===== src/rtl/irq_chain_pkg.sv =====
package irq_chain_pkg;
   // Kind of answer the chain gives to one acknowledge cycle
   typedef enum logic [1:0] {
      RSP_NONE     = 2'd0,
      RSP_VECTOR   = 2'd1,
      RSP_SPURIOUS = 2'd2
   } rsp_kind_t;

   localparam int unsigned VEC_W_MAX = 8;
endpackage


===== src/rtl/irq_chain_cell.sv =====
module irq_chain_cell #(
   parameter int unsigned VEC_W = 8
) (
   input  logic             clk,
   input  logic             rst_n,
   input  logic             load,
   input  logic [VEC_W-1:0] wdata,
   input  logic             raise,
   input  logic             ack_in,
   output logic             ack_out,
   output logic             claim,
   output logic             pending,
   output logic [VEC_W-1:0] vec_drive
);
   logic [VEC_W-1:0] vec_q;
   logic             pend_q;

   // A pending cell absorbs the acknowledge; an idle one forwards it
   assign claim     = ack_in & pend_q;
   assign ack_out   = ack_in & ~pend_q;
   assign pending   = pend_q;
   assign vec_drive = claim ? vec_q : '0;

   always_ff @(posedge clk or negedge rst_n) begin
      if (!rst_n) begin
         pend_q <= 1'b0;
      end else if (raise) begin
         pend_q <= 1'b1;
      end else if (claim) begin
         pend_q <= 1'b0;
      end
   end

   always_ff @(posedge clk or negedge rst_n) begin
      if (!rst_n) begin
         vec_q <= '0;
      end else if (load) begin
         vec_q <= wdata;
      end
   end
endmodule


===== src/rtl/irq_chain_bus.sv =====
module irq_chain_bus
   import irq_chain_pkg::*;
#(
   parameter int unsigned NUM_CELLS = 4,
   parameter int unsigned VEC_W     = 8
) (
   input  logic                       clk,
   input  logic                       rst_n,
   input  logic [NUM_CELLS-1:0]       claim,
   input  logic [NUM_CELLS*VEC_W-1:0] drive,
   input  logic                       tail_ack,
   output logic [VEC_W-1:0]           vec_out,
   output logic                       vec_valid,
   output logic                       spurious
);
   logic [VEC_W-1:0] merged;
   rsp_kind_t        kind_d;
   rsp_kind_t        kind_q;
   logic [VEC_W-1:0] vec_q;

   // Wired-OR of the cell drivers; at most one is non-zero
   always_comb begin
      merged = '0;
      for (int i = 0; i < NUM_CELLS; i++) begin
         merged = merged | drive[i*VEC_W +: VEC_W];
      end
   end

   always_comb begin
      if (|claim)        kind_d = RSP_VECTOR;
      else if (tail_ack) kind_d = RSP_SPURIOUS;
      else               kind_d = RSP_NONE;
   end

   always_ff @(posedge clk or negedge rst_n) begin
      if (!rst_n) begin
         kind_q <= RSP_NONE;
         vec_q  <= '0;
      end else begin
         kind_q <= kind_d;
         vec_q  <= (kind_d == RSP_VECTOR) ? merged : '0;
      end
   end

   assign vec_out   = vec_q;
   assign vec_valid = (kind_q == RSP_VECTOR);
   assign spurious  = (kind_q == RSP_SPURIOUS);
endmodule


===== src/rtl/irq_daisy_chain.sv =====
module irq_daisy_chain
   import irq_chain_pkg::*;
#(
   parameter int unsigned NUM_CELLS = 4,
   parameter int unsigned VEC_W     = 8
) (
   input  logic                 clk,
   input  logic                 rst_n,
   input  logic [NUM_CELLS-1:0] vec_load,
   input  logic [VEC_W-1:0]     vec_wdata,
   input  logic [NUM_CELLS-1:0] raise,
   input  logic                 iack,
   output logic                 irq_out,
   output logic [VEC_W-1:0]     vec_out,
   output logic                 vec_valid,
   output logic                 spurious
);
   localparam int unsigned DRV_W = NUM_CELLS * VEC_W;

   if (NUM_CELLS < 1) begin : g_bad_cells
      $error("irq_daisy_chain: NUM_CELLS must be at least 1");
   end
   if (VEC_W < 1 || VEC_W > VEC_W_MAX) begin : g_bad_width
      $error("irq_daisy_chain: VEC_W must lie in 1..8");
   end

   logic [NUM_CELLS:0]   ack_link;
   logic [NUM_CELLS-1:0] claim;
   logic [NUM_CELLS-1:0] pending;
   logic [DRV_W-1:0]     drive;

   assign ack_link[0] = iack;

   for (genvar i = 0; i < NUM_CELLS; i++) begin : g_cell
      irq_chain_cell #(.VEC_W(VEC_W)) u_cell (
         .clk       (clk),
         .rst_n     (rst_n),
         .load      (vec_load[i]),
         .wdata     (vec_wdata),
         .raise     (raise[i]),
         .ack_in    (ack_link[i]),
         .ack_out   (ack_link[i+1]),
         .claim     (claim[i]),
         .pending   (pending[i]),
         .vec_drive (drive[i*VEC_W +: VEC_W])
      );
   end

   assign irq_out = |pending;

   irq_chain_bus #(.NUM_CELLS(NUM_CELLS), .VEC_W(VEC_W)) u_bus (
      .clk       (clk),
      .rst_n     (rst_n),
      .claim     (claim),
      .drive     (drive),
      .tail_ack  (ack_link[NUM_CELLS]),
      .vec_out   (vec_out),
      .vec_valid (vec_valid),
      .spurious  (spurious)
   );
endmodule


===== config.mk =====
export PLATFORM = sky130hd
export DESIGN_NAME = irq_daisy_chain
export DESIGN_NICKNAME = d
export VERILOG_FILES = /design/src/rtl/irq_chain_pkg.sv /design/src/rtl/irq_chain_cell.sv /design/src/rtl/irq_chain_bus.sv /design/src/rtl/irq_daisy_chain.sv
export SDC_FILE = /design/constraint.sdc
export NUM_CORES = 1
export LEC_CHECK = 0
export ABC_AREA = 1
export BUFFER_PORTS_ARGS = -buffer_cell sky130_fd_sc_hd__buf_4
export CAP_MARGIN = 15
export CORE_MARGIN = 2
export CORE_UTILIZATION = 60
export CTS_CLUSTER_DIAMETER = 150
export DETAILED_ROUTE_END_ITERATION = 8
export PLACE_DENSITY = 0.84
export SETUP_SLACK_MARGIN = 0.5
export SYNTH_ARGS = -nofsm -noshare
export SYNTH_HDL_FRONTEND = slang
export SYNTH_SLANG_ARGS = --single-unit

===== constraint.sdc =====
create_clock -name clk -period 2.7 [get_ports clk]
set_input_delay 0.27 -clock clk [delete_from_list [all_inputs] [get_ports clk]]
set_output_delay 0.27 -clock clk [all_outputs]
set_load 0.01 [all_outputs]

==> results.ini <==
[outcome]
outcome=complete, no violations

[sta]
finClkSkew_ns=0.0127
hold_viol=0
finalCritPeriodShare_pct=68.3
relSlewSlack_pct=63.2
tns_ns=0
tightest_slew_ns=0.552
period_minus_slack_ns=1.84
finalSetupViolations=0
max_freq_mhz=543
rsz0062_at_grt=false
worst_slack_ns=0.857
drv_slew=0

[critical_path]
cp.depth=3
cp_data_required_time_ns=2.43
r2r_slack_ns=1.40
cp_slowest_cell=dfrtp_1
path_buf_inv=1
cp_max_fo=11
cp-end-kind=primary output
cp.arrival_ns=1.57
reg2regPathDepth=3
path_delay_family=flip-flops
startpoint_type=flop
path_cells=nor2_2, nand3_1, buf_4
slowest_delay_ns=0.52
worstSetupPathType=flop to primary output

[synthesis]
syn_avg_cell_area_um2=11.9
syn_nets=185
synth_flop_cell=dfrtp_1
synth_top_cell_area_share_pct=58.4
synthArstFlopShare_pct=100
ys_seq_elements=46
synth_cells=166
synth_most_common_cell=dfrtp_1
ys_top_cells_by_count=46 x dfrtp_1, 32 x mux2_2, 24 x nand4_1
ys_types=17
seq_area_frac_synth_pct=58.4
synthesis.area_um2=1970
synth_edf_count=0
yosys.area.top_type=dfrtp_1
yosys_warnings=0
ys_top_cells_by_area=dfrtp_1 58%, mux2_2 18%, nand4_1 7.6%, nand2_1 3.6%, nand3_1 2.3%

[clock_tree]
insertion_delay_ns=0.37
htree_levels=2
clkTransAtPathRegs_ns=0.14
cts_tree=yes
cts_hold_buf=1
post_cts_buffers=0
root_buffer=clkbuf_4
cts_resized=0
clockBufferDepth=2
cts.sink_count=46
cts_buffers=5

[global_route]
grtUsageTotal_pct=22.6
grt_pass1_vias=1271
antenna_found_initial=0
grt_overflow=0
grt_max_degree=47
grt_pass1_wl_um=5980

[die]
start_util_pct=64.1
pin_count=30
die_h_um=61.3
dieArea_um2=3760
rows=20
die_w_um=61.3
core_area_um2=3080

[placed_design]
post-place-ws_ns=1.29
dp_hpwl_um=2700
portBuffers=29
place_congestion=0.812
place_area_um2=2170

[final_layout]
drive_gt1_share_pct=38.3
antenna_cells=0
nNetsFinal=211
final_cell_area_um2=2260
fin_util_pct=73.4
area_growth_syn_to_layout_pct=14.6

[drt]
drtPass1Iterations=4
ant_nets=0
drt_wl_total_um=3720
num_vias=1329
drc_errors=0
drtIter0Drc=75
vias_per_cell=5.61
wl_per_cell_um=15.7

[power_and_ir_drop]
totalPowerFinal_w=0.00137
power_per_cell_area_nw_per_um2=607
p_leak_nw=1.05
ir_drop_mv=0.430

[flow_run]
max_cap_viol_count=0

[hold_path]
whs_path_depth=2
hold_class=input port to flop

## through the flow
stage / hold WS (ns) / std cells
floorplan: -0.0256 / 166
global placement: 0.281 / 228
detailed placement: 0.295 / 228
CTS: 0.0665 / 237
global route: 0.0562 / 237
finish: 0.0628 / 237
## final cells by class
class | count | area (µm²)
fillers | 226 | 818
clock buffers | 5 | 37.5
flip-flops and latches | 46 | 1150
inverters | 15 | 56.3
multi-input cells | 94 | 692
well taps | 44 | 55.1
repair buffers | 30 | 228
clock inverters | 3 | 40.0
## per-layer routing
metal / global-route usage [%] / vias to the layer above / wire length (µm)
met5: 0 / - / 0
met4: 9.63 / 0 / 77
met2: 33.7 / 43 / 1760
li1: - / 627 / -
met1: 30.8 / 649 / 1650
met3: 7.14 / 10 / 232
## sequential cells by signal, summed over array words and instances, names as in the netlist
register / cells
g_cell.u_cell.vec_q: 32
u_bus.vec_out: 8
u_bus.kind_q: 2
g_cell.u_cell.pending: 4
## worst paths after layout
path / from / end
worst max-delay path: g_cell[1].u_cell.pending$_DFFE_PN0P_ / irq_out
worst min-delay path: raise[3] / g_cell[3].u_cell.pending$_DFFE_PN0P_
worst max register to register: g_cell[1].u_cell.pending$_DFFE_PN0P_ / g_cell[3].u_cell.pending$_DFFE_PN0P_
worst min register to register: g_cell[0].u_cell.vec_q[1]$_DFFE_PN0P_ / g_cell[0].u_cell.vec_q[1]$_DFFE_PN0P_
max in group asynchronous: rst_n / g_cell[1].u_cell.vec_q[5]$_DFFE_PN0P_
min in group asynchronous: rst_n / g_cell[3].u_cell.vec_q[4]$_DFFE_PN0P_
## worst reg2reg max path, stage by stage (launching register included)
cell,delay [ns]
dfrtp_1,0.52
nor2_2,0.39
nand2_1,0.13
a21o_1,0.17
## logic make-up after synthesis
family,share of synthesized area [%]
AO/OA/AOI/OAI,1.84
buffers and inverters,6.53
flip-flops,58.4
multiplexers,18.3
AND/OR/NAND/NOR,15.0
## cells in the final DEF (no fill, tap or decap)
cell	instances
nand3_1	9
inv_2	3
a31oi_1	1
dfrtp_1	46
inv_1	11
dlygate4sd3_1	1
clkinv_2	2
nand2_1	19
clkinv_1	1
nor2_1	3
nor2_4	1
clkbuf_4	5
nor2_2	1
mux2_2	32
o21bai_1	2
nand4_1	24
a21o_1	2
bufinv_16	1
buf_4	29
## report_power, final
group          internal, W  leakage (nW)  switching (W)
Sequential        0.000752         0.542      0.0000372
Clock             0.000192        0.0450       0.000214
Combinational    0.0000904         0.463      0.0000862
Total              0.00103          1.05       0.000337
Power figures use the tool's default switching activity.
